$ cat src/rtl/tcnt_pkg.sv
package tcnt_pkg;

    localparam int CNT_W   = 16;
    localparam int N_EXT   = 4;
    localparam int N_DIV   = 4;   // divide by 1, 2, 4, 8
    localparam int DIV_W   = N_DIV - 1;

    typedef enum logic [1:0] {
        EDGE_RISE = 2'b00,
        EDGE_FALL = 2'b01,
        EDGE_BOTH = 2'b10,
        EDGE_BTH2 = 2'b11
    } edge_mode_e;

    typedef enum logic [1:0] {
        CLR_NONE = 2'b00,
        CLR_ON_A = 2'b01,
        CLR_ON_B = 2'b10,
        CLR_SYNC = 2'b11   // treated as free-running
    } clr_mode_e;

    typedef struct packed {
        logic rise;
        logic fall;
    } edge_ev_t;

    function automatic logic pick_edge(edge_mode_e m, edge_ev_t e);
        case (m)
            EDGE_RISE: return e.rise;
            EDGE_FALL: return e.fall;
            default:   return e.rise | e.fall;
        endcase
    endfunction

endpackage

$ cat src/rtl/tcnt_prescaler.sv
module tcnt_prescaler
    import tcnt_pkg::*;
#(
    parameter int NDIV = N_DIV
) (
    input  logic            clk,
    input  logic            rst,
    input  logic            run_i,
    output logic [NDIV-1:0] strb_o
);
    localparam int PW = (NDIV > 1) ? NDIV - 1 : 1;

    logic [PW-1:0] phase_q;

    always_ff @(posedge clk) begin
        if (rst || !run_i) phase_q <= '0;
        else               phase_q <= phase_q + 1'b1;
    end

    assign strb_o[0] = 1'b1;
    for (genvar k = 1; k < NDIV; k++) begin : g_div
        assign strb_o[k] = &phase_q[k-1:0];
    end

    for (genvar k = 2; k < NDIV; k++) begin : g_chk
        assert_div_nest_R3: assert property (@(posedge clk) disable iff (rst)
            strb_o[k] |-> strb_o[k-1]);
    end

endmodule

$ cat src/rtl/tcnt_ext_edge.sv
module tcnt_ext_edge
    import tcnt_pkg::*;
#(
    parameter int NPIN = N_EXT
) (
    input  logic                clk,
    input  logic                rst,
    input  logic [NPIN-1:0]     pin_i,
    output edge_ev_t [NPIN-1:0] ev_o
);
    for (genvar i = 0; i < NPIN; i++) begin : g_pin
        logic s1_q, s2_q, s3_q;
        always_ff @(posedge clk) begin
            if (rst) begin
                s1_q <= 1'b0;
                s2_q <= 1'b0;
                s3_q <= 1'b0;
            end else begin
                s1_q <= pin_i[i];
                s2_q <= s1_q;
                s3_q <= s2_q;
            end
        end
        assign ev_o[i].rise = s2_q & ~s3_q;
        assign ev_o[i].fall = ~s2_q & s3_q;

        assert_edge_excl_R5: assert property (@(posedge clk) disable iff (rst)
            !(ev_o[i].rise && ev_o[i].fall));
    end

endmodule

$ cat src/rtl/tcnt_core.sv
module tcnt_core
    import tcnt_pkg::*;
#(
    parameter int W = CNT_W
) (
    input  logic         clk,
    input  logic         rst,
    input  logic         run_i,
    input  logic         tick_i,
    input  clr_mode_e    mode_i,
    input  logic         evt_a_i,
    input  logic         evt_b_i,
    input  logic         flag_clr_i,
    output logic [W-1:0] cnt_o,
    output logic         flag_o
);
    localparam logic [W-1:0] TOP = '1;

    logic [W-1:0] cnt_q;
    logic         pend_q;
    logic         flag_q;
    logic         clr_evt;
    logic         do_clear;
    logic         wrap;

    always_comb begin
        case (mode_i)
            CLR_ON_A: clr_evt = run_i & evt_a_i;
            CLR_ON_B: clr_evt = run_i & evt_b_i;
            default:  clr_evt = 1'b0;
        endcase
    end

    assign do_clear = tick_i & (pend_q | clr_evt);
    assign wrap     = tick_i & ~(pend_q | clr_evt) & (cnt_q == TOP);

    always_ff @(posedge clk) begin
        if (rst) begin
            cnt_q  <= '0;
            pend_q <= 1'b0;
            flag_q <= 1'b0;
        end else begin
            if (tick_i)       pend_q <= 1'b0;
            else if (clr_evt) pend_q <= 1'b1;

            if (do_clear)    cnt_q <= '0;
            else if (tick_i) cnt_q <= cnt_q + 1'b1;

            if (wrap)            flag_q <= 1'b1;
            else if (flag_clr_i) flag_q <= 1'b0;
        end
    end

    assign cnt_o  = cnt_q;
    assign flag_o = flag_q;

    assert_hold_stopped_R2: assert property (@(posedge clk) disable iff (rst)
        !run_i |=> $stable(cnt_q));
    assert_step_legal_R8: assert property (@(posedge clk) disable iff (rst)
        !$stable(cnt_q) |-> (cnt_q == $past(cnt_q) + 1'b1 || cnt_q == '0));
    assert_clear_next_R6: assert property (@(posedge clk) disable iff (rst)
        (tick_i && pend_q) |=> cnt_q == '0);
    assert_flag_src_R9: assert property (@(posedge clk) disable iff (rst)
        $rose(flag_q) |-> $past(cnt_q) == TOP);

endmodule

$ cat src/rtl/tcnt_timebase.sv
module tcnt_timebase
    import tcnt_pkg::*;
(
    input  logic             clk,
    input  logic             rst,
    input  logic             run_i,
    input  logic [2:0]       src_sel_i,
    input  logic [1:0]       edge_sel_i,
    input  logic [1:0]       clr_mode_i,
    input  logic [N_EXT-1:0] ext_clk_i,
    input  logic             evt_a_i,
    input  logic             evt_b_i,
    input  logic             ovf_ie_i,
    input  logic             ovf_clr_i,
    output logic [CNT_W-1:0] count_o,
    output logic             tick_o,
    output logic             ovf_flag_o,
    output logic             ovf_irq_o
);
    logic [N_DIV-1:0]       div_strb;
    edge_ev_t [N_EXT-1:0]   ext_ev;
    logic                   src_tick;

    tcnt_prescaler #(.NDIV(N_DIV)) u_pre (
        .clk    (clk),
        .rst    (rst),
        .run_i  (run_i),
        .strb_o (div_strb)
    );

    tcnt_ext_edge #(.NPIN(N_EXT)) u_ext (
        .clk   (clk),
        .rst   (rst),
        .pin_i (ext_clk_i),
        .ev_o  (ext_ev)
    );

    always_comb begin
        if (src_sel_i[2]) src_tick = pick_edge(edge_mode_e'(edge_sel_i), ext_ev[src_sel_i[1:0]]);
        else              src_tick = div_strb[src_sel_i[1:0]];
    end

    assign tick_o = run_i & src_tick;

    tcnt_core #(.W(CNT_W)) u_core (
        .clk        (clk),
        .rst        (rst),
        .run_i      (run_i),
        .tick_i     (tick_o),
        .mode_i     (clr_mode_e'(clr_mode_i)),
        .evt_a_i    (evt_a_i),
        .evt_b_i    (evt_b_i),
        .flag_clr_i (ovf_clr_i),
        .cnt_o      (count_o),
        .flag_o     (ovf_flag_o)
    );

    assign ovf_irq_o = ovf_flag_o & ovf_ie_i;

    assert_no_tick_stopped_R2: assert property (@(posedge clk) disable iff (rst)
        !run_i |-> !tick_o);
    assert_set_wins_R10: assert property (@(posedge clk) disable iff (rst)
        (tick_o && count_o == '1 && clr_mode_i[0] == clr_mode_i[1]) |=> ovf_flag_o);

endmodule

$ cat config.mk
export PLATFORM = sky130hd
export DESIGN_NAME = tcnt_timebase
export DESIGN_NICKNAME = d
export VERILOG_FILES = /design/src/rtl/tcnt_pkg.sv /design/src/rtl/tcnt_prescaler.sv /design/src/rtl/tcnt_ext_edge.sv /design/src/rtl/tcnt_core.sv /design/src/rtl/tcnt_timebase.sv
export SDC_FILE = /design/constraint.sdc
export NUM_CORES = 1
export LEC_CHECK = 0
export BUFFER_PORTS_ARGS = -buffer_cell sky130_fd_sc_hd__buf_2
export CAP_MARGIN = 20
export CORE_ASPECT_RATIO = 2
export CORE_MARGIN = 5
export CORE_UTILIZATION = 45
export CTS_CLUSTER_SIZE = 10
export DETAILED_ROUTE_END_ITERATION = 12
export GPL_TIMING_DRIVEN = 1
export PLACE_DENSITY = 0.68
export SLEW_MARGIN = 20
export SYNTH_ARGS = -nofsm -noshare
export SYNTH_HDL_FRONTEND = slang
export SYNTH_SLANG_ARGS = --single-unit
$ cat constraint.sdc
create_clock -name clk -period 2.3 [get_ports clk]
set_input_delay 0.23 -clock clk [delete_from_list [all_inputs] [get_ports clk]]
set_output_delay 0.23 -clock clk [all_outputs]
set_load 0.1 [all_outputs]
Word-level counts from Yosys, hierarchy flattened
Index checks and enable logic that the tools add are counted.
{"block": "classes", "addsub": 2, "magnitude_cmp": 1, "n_eq_ne": 4, "n_mux": 9, "bitwise": 26, "reduce_logical": 8}
{"operator": "16-bit by 1-bit adder with 16-bit output, second input constant", "n": 1}
{"operator": "16-bit equality test, second input constant", "n": 1}
{"operator": "1-bit AND", "n": 15}
{"operator": "1-bit inverter", "n": 9}
{"operator": "2-bit binary-select mux with 2-bit select", "n": 1}
{"operator": "2-bit by 1-bit equality test with 1-bit output, second input constant", "n": 2}
{"operator": "1-bit two-way mux", "n": 4}
{"operator": "1-bit case mux with 2 select lines", "n": 2}
{"operator": "2-bit OR reduction", "n": 2}
{"operator": "3-bit by 1-bit adder with 3-bit output, second input constant", "n": 1}
{"operator": "2-bit by 3-bit < comparator with 1-bit output, second input constant", "n": 1}
{"operator": "3-bit AND reduction", "n": 1}
{"operator": "1-bit binary-select mux with 2-bit select", "n": 1}
{"operator": "2-bit equality test, second input constant", "n": 1}
{"operator": "2-bit logical NOT", "n": 1}
{"operator": "2-bit two-way mux", "n": 1}
{"operator": "1-bit OR", "n": 2}
{"operator": "2-bit AND reduction", "n": 1}
{"operator": "2-bit nonzero test", "n": 1}
{"operator": "1-bit logical NOT", "n": 1}
{"operator": "1-bit logical OR", "n": 1}
{"block": "totals", "register_bits": 33, "in_bits": 18, "output_inout_bits": 19}

Logic depth before layout (Yosys ltp)
{"block": "depth", "ltp_word": 11, "mapped_depth": 8, "mapped_depth_nobuf": 8}

By module
Synthesis repeated with hierarchy kept, for this count alone.
{"block": "unflattened", "cells_unflattened": 150, "hier_area_um2": 1592.8}
{"mod": "tcnt_core", "n_inst": 1, "cells_per_inst": 92, "area_each_um2": 869.6, "seq_area_each_um2": 360.3}
{"mod": "tcnt_ext_edge", "n_inst": 1, "cells_per_inst": 33, "area_each_um2": 416.6, "seq_area_each_um2": 240.2}
{"mod": "tcnt_timebase", "n_inst": 1, "cells_per_inst": 14, "area_each_um2": 172.7, "seq_area_each_um2": 0.0}
{"mod": "tcnt_prescaler", "n_inst": 1, "cells_per_inst": 11, "area_each_um2": 133.9, "seq_area_each_um2": 60.1}

Worst setup path after synthesis
OpenSTA, ideal clock, no wires.
{"block": "synth_path", "kind": "register -> register", "from": "reg u_pre.phase_q[0]", "to": "reg u_core.cnt_q[1] (netlist: u_core.cnt_o[1])", "setup_time_ps": 65, "arrival_ps": 2727, "t_required_ps": 2235, "slack_ps": -492, "path_stages_with_launch": 8, "n_path_buf": 0, "cell_sequence": "dfxtp_1 > ha_1 > ha_1 > mux2i_1 > a21oi_1 > o21ai_1 > nor2_1 > a41o_1"}
{"block": "synth_between", "elab_chain_len": 7}
{"item": "from (decl)", "line": "tcnt_prescaler.sv:13", "text": "logic [PW-1:0] phase_q;"}
{"item": "from (signal assigned)", "line": "tcnt_prescaler.sv:17", "text": "else phase_q <= phase_q + 1'b1;"}
{"item": "3-bit AND reduction or 2-bit AND reduction (tied branches)", "line": "tcnt_prescaler.sv:22", "text": "assign strb_o[k] = &phase_q[k-1:0];"}
{"item": "1-bit binary-select mux with 2-bit select *", "line": "tcnt_timebase.sv:40", "text": "else src_tick = div_strb[src_sel_i[1:0]];"}
{"item": "1-bit two-way mux (implied by the code) *", "line": "tcnt_timebase.sv:40"}
{"item": "1-bit two-way mux *", "line": "tcnt_timebase.sv:39", "text": "if (src_sel_i[2]) src_tick = pick_edge(edge_mode_e'(edge_sel_i), ext_ev[src_sel_i[1:0]]);"}
{"item": "1-bit AND *", "line": "tcnt_timebase.sv:43", "text": "assign tick_o = run_i & src_tick;"}
{"item": "via tick_o", "line": "tcnt_timebase.sv:16", "text": "output logic tick_o,"}
{"item": "1-bit AND", "line": "tcnt_core.sv:34", "text": "assign do_clear = tick_i & (pend_q | clr_evt);"}
{"item": "2-bit OR reduction (no source line)"}
{"item": "to (signal assigned)", "line": "tcnt_core.sv:47", "text": "else if (tick_i) cnt_q <= cnt_q + 1'b1;"}
{"item": "to (decl)", "line": "tcnt_core.sv:19", "text": "logic [W-1:0] cnt_q;"}
The timed path passes the listed nets; every way through them passes the cells marked *. The select of a mux whose other input is x is not followed.
A chain may end at the register's enable or synchronous reset.

Worst setup path in the final report
{"block": "layout_path", "from": "reg u_pre.phase_q[0]", "to": "out tick_o"}
{"block": "layout_between", "elab_chain_len": 5}
{"item": "3-bit AND reduction or 2-bit AND reduction (tied branches)", "line": "tcnt_prescaler.sv:22"}
{"item": "1-bit binary-select mux with 2-bit select *", "line": "tcnt_timebase.sv:40"}
{"item": "1-bit two-way mux (implied by the code) *", "line": "tcnt_timebase.sv:40"}
{"item": "1-bit two-way mux *", "line": "tcnt_timebase.sv:39"}
{"item": "1-bit AND *", "line": "tcnt_timebase.sv:43"}
{"item": "to (decl)", "line": "tcnt_timebase.sv:16"}
Every way passes the cells marked *; elsewhere a longest branch is shown, timed or not. The select of a mux whose other input is x is not followed.

==> qor.yml <==
power.share.clock_pct: 35.2
final_net_count: 238
holdPathEnd: "u_ext.g_pin[1].s1_q$_SDFF_PP0_"
min_period_ps: 2100
groute.usage.overall_pct: 18.9
list_of_cells_traversed_by_the_critical_path: "ha_1, ha_1, mux2i_1, a21oi_1, o21ai_1, nor2_2, buf_2"
cp_slowest_cell: "sky130_fd_sc_hd__buf_2"
part_of_the_yosys_area_used_for_sequential_elements_pct: 40.6
cts_setup_buffers: 0
timing.clock.skew_ps: 4.87
antenna_left: 0
globalRouteOverflowTotal: 0
powerDensity_nw_per_um2: 593
reg2reg_slack_ps: 310
syn-cell-area_um2: 1630
synthesis.instances: 174
first_pass_iters: 4
timing.critical_path.required_ps: 2070
crit-reg2reg-launch: "u_pre.phase_q[0]$_SDFF_PP0_"
area_of_the_core_region_um2: 3570
die_span_in_x_um: 52.5
vias_per_cell: 5.83
yosysWarnings: 0
setup.worst_path.start_class: "register"
areaGrowthSynthToFinish_pct: 20.9
grt_antenna_before_repair: 0
worst-slew-pin-transition_ps: 496
worst_setup_path_end_kind: "primary output"
postSynthAreaPerCell_um2: 9.35
vdd.ir_drop.worst_mv: 0.439
worst_hold_startpoint: "ext_clk_i[1]"
max_capacitance_violation_total: 0
clk_pin_slew_worst_paths_ps: 60
final_cell_count_no_fill: 266
postSynthRegisterBits: 33
gpl.final_weighted_congestion: 0.796
clock.fmax_ghz: 0.475
start_util_pct: 45.6
critical_path.max_fanout: 3
cts_bufs_inserted: 5
path_common_cell: "sky130_fd_sc_hd__ha_1"
cts_resized: 0
number_of_placed_instances_with_taps_included: 258
route.detailed.drc: 0
synth_ff_type: "sky130_fd_sc_hd__dfxtp_1"
synth_edf_count: 0
clk-insertion-delay-late_ps: 280
timing.hold.worst_path_depth: 2
netlist.top_cell.by_area: "sky130_fd_sc_hd__dfxtp_1"
critical_path_arrival_ps: 1870
vias_in_the_first_global_route: 1599
hold_path.class: "in -> reg"
switchingPower_mw: 0.314
finalSetupTns_ps: 0
port_buffers: 36
detail_route.iter0.violations: 34
diodes: 0
drive_gt1_share_pct: 31.8
mean_routed_wirelength_per_cell_um: 15.5
cts-htree-levels: 2
clock-root-buffer: "sky130_fd_sc_hd__clkbuf_8"
critical_path.reg2reg.endpoint: "u_core.cnt_o[9]$_SDFFE_PP0P_"
vias: 1551
tritoncts: "done"
r2r_cells: 8
slew_viol_final: 0
synthArstFlopShare_pct: 0
worstSetupPathType: "reg -> out"
synth_top_cells_by_area: "sky130_fd_sc_hd__dfxtp_1 (41%), sky130_fd_sc_hd__o311ai_0 (4.8%), sky130_fd_sc_hd__nor2b_1 (3.8%)"
cts_sinks: 33
finalWirelength_um: 4130
leakagePower_nw: 0.836
ctsLongestPathBuffers: 2
kind_of_cell_adding_the_most_delay_to_the_critical_path: "buffers and inverters"
yosys.area.top_type_share_pct: 40.6
crit_buf_inv: 1
critical_path.max_stage_delay_ps: 440
fillerInstances: 359
setup_viol_count_final: 0
post_route_clock_period_utilization_pct: 91.5
row_count: 31
outcome: "complete, no violations"
die_area_um2: 4990
rsz0062_at_grt: "false"
detailedPlacementHpwl_um: 3130
design.portCount: 37
worst_slew_margin_relative_to_its_limit_pct: 67.2
postCtsHoldBufs: 0
seq_power_share_pct: 50.8
hold_violations: 0
internal_power_mw: 0.853
swShare_pct: 26.9
synthesis.nets: 196
grt_first_pass_wirelength_um: 7060
comb_power_share_pct: 14.0
largest_net_degree_at_the_start_of_global_routing: 21
netlist-cell-type-count: 48
die_h_um: 95.0
sequential cells by signal, indices dropped and copies added (netlist names):
signal,count
u_pre.phase_q,3
u_ext.g_pin.s3_q,4
u_core.flag_o,1
u_core.pend_q,1
u_ext.g_pin.s1_q,4
u_ext.g_pin.s2_q,4
u_core.cnt_o,16
cell type report:
type                    instances  area [um2]  area share, %
clock buffers                   6        72.6           3.69
well taps                      49        61.3           3.12
repair buffers                 43         233           11.8
clock inverters                 2        10.0          0.509
multi-input cells             121         875           44.5
inverters                      12        45.0           2.29
flip-flops and latches         33         671           34.1
power by group through the flow:
| stage | clock network [mW] | registers, mW | logic (mW) |
|---|---|---|---|
| 6_report | 0.411 | 0.593 | 0.163 |
| 5_1_grt | 0.453 | 0.595 | 0.179 |
| 4_1_cts | 0.426 | 0.593 | 0.163 |
| 3_5_place_dp | 0 | 0.606 | 0.162 |
| 3_3_place_gp | 0 | 0.606 | 0.156 |
| 2_1_floorplan | 0 | 0.616 | 0.0984 |
worst register-to-register path, stage by stage (launching register included):
cell and delay, ps:
sky130_fd_sc_hd__dfxtp_1 370, sky130_fd_sc_hd__ha_1 190, sky130_fd_sc_hd__ha_1 140, sky130_fd_sc_hd__mux2i_1 60, sky130_fd_sc_hd__a21oi_1 180, sky130_fd_sc_hd__o21a_1 200, sky130_fd_sc_hd__nand4_2 270, sky130_fd_sc_hd__buf_4 260
sky130_fd_sc_hd__o31ai_1 220
metrics by stage:
stage / utilization, % / total power [mW] / worst slack, ps / instance area (um2) / hold WS, ps
final: 55.1 / 1.17 / 195 / 1970 / 157
after global routing: 55.1 / 1.23 / 40.5 / 1970 / 164
after CTS: 55.1 / 1.18 / 160 / 1970 / 151
after detailed placement: 52.8 / 0.768 / 223 / 1880 / 433
after global placement: 52.8 / 0.762 / 333 / 1880 / 423
after floorplan: - / 0.714 / 54.8 / 1640 / 358
Yosys cell counts, types with 2 or more instances:
library cell and n:
sky130_fd_sc_hd__ha_1 4, sky130_fd_sc_hd__nand3b_1 2, sky130_fd_sc_hd__and2_1 2, sky130_fd_sc_hd__o311ai_0 9, sky130_fd_sc_hd__nor3b_1 2, sky130_fd_sc_hd__o41ai_1 4, sky130_fd_sc_hd__nand3_1 8, sky130_fd_sc_hd__nand4_1 4
sky130_fd_sc_hd__a31oi_1 5, sky130_fd_sc_hd__o22ai_1 2, sky130_fd_sc_hd__a21oi_1 7, sky130_fd_sc_hd__nor2_1 11, sky130_fd_sc_hd__nor2b_1 10, sky130_fd_sc_hd__or4_1 2, sky130_fd_sc_hd__inv_1 12, sky130_fd_sc_hd__buf_6 2
sky130_fd_sc_hd__nand2_1 6, sky130_fd_sc_hd__dfxtp_1 33, sky130_fd_sc_hd__o31ai_1 8, sky130_fd_sc_hd__o21ai_0 3, sky130_fd_sc_hd__and3_1 5, sky130_fd_sc_hd__and4_1 4, sky130_fd_sc_hd__clkbuf_1 4
cells in the final DEF (no fill, tap or decap), types with 2 or more instances in the layout:
cell type	count
sky130_fd_sc_hd__a21oi_1	7
sky130_fd_sc_hd__a31oi_1	5
sky130_fd_sc_hd__and2_1	2
sky130_fd_sc_hd__and3_1	5
sky130_fd_sc_hd__and4_1	4
sky130_fd_sc_hd__buf_2	36
sky130_fd_sc_hd__buf_4	7
sky130_fd_sc_hd__clkbuf_8	5
sky130_fd_sc_hd__clkinv_2	2
sky130_fd_sc_hd__dfxtp_1	25
sky130_fd_sc_hd__dfxtp_2	8
sky130_fd_sc_hd__ha_1	4
sky130_fd_sc_hd__inv_1	12
sky130_fd_sc_hd__nand2_1	6
sky130_fd_sc_hd__nand3_1	8
sky130_fd_sc_hd__nand3b_1	2
sky130_fd_sc_hd__nand4_1	4
sky130_fd_sc_hd__nor2_1	10
sky130_fd_sc_hd__nor2b_1	10
sky130_fd_sc_hd__nor3b_1	2
sky130_fd_sc_hd__o21ai_0	3
sky130_fd_sc_hd__o22ai_1	2
sky130_fd_sc_hd__o311ai_0	9
sky130_fd_sc_hd__o31ai_1	8
sky130_fd_sc_hd__o41ai_1	4
sky130_fd_sc_hd__or4_1	2
worst max path at each step:
stage / start / end / slack [ps] / cells after the start
after floorplan: u_pre.phase_q[0]$_SDFF_PP0_ / u_core.cnt_o[1]$_SDFFE_PP0P_ / 50 / 7
after global placement: clr_mode_i[0] / u_core.cnt_o[14]$_SDFFE_PP0P_ / 330 / 9
after detailed placement: src_sel_i[0] / u_core.cnt_o[9]$_SDFFE_PP0P_ / 220 / 8
after CTS: u_ext.g_pin[0].s2_q$_SDFF_PP0_ / tick_o / 160 / 6
after global routing: u_pre.phase_q[0]$_SDFF_PP0_ / tick_o / 40 / 7
final: u_pre.phase_q[0]$_SDFF_PP0_ / tick_o / 200 / 7
kinds of logic (layout without fill, tap and decap cells):
family                   count (synthesis)  in the layout  share of synthesized area [%]
multiplexers                             2              2                           1.31
buffers and inverters                   20             63                           5.77
AND/OR/NAND/NOR                         63             63                           23.5
AO/OA/AOI/OAI                           52             52                           25.7
adder cells (fa/ha/maj)                  4              4                           3.08
flip-flops                              33             33                           40.6
routing by layer:
layer / part of all wire, % / global-route usage [%] / vias to the layer above
li1: - / - / 761
met1: 38 / 19.3 / 726
met2: 54 / 33.3 / 49
met3: 4.5 / 4.54 / 15
met4: 3.8 / 11.5 / 0
met5: 0 / 0 / -
Note: power is estimated with default switching activity, not from simulation.
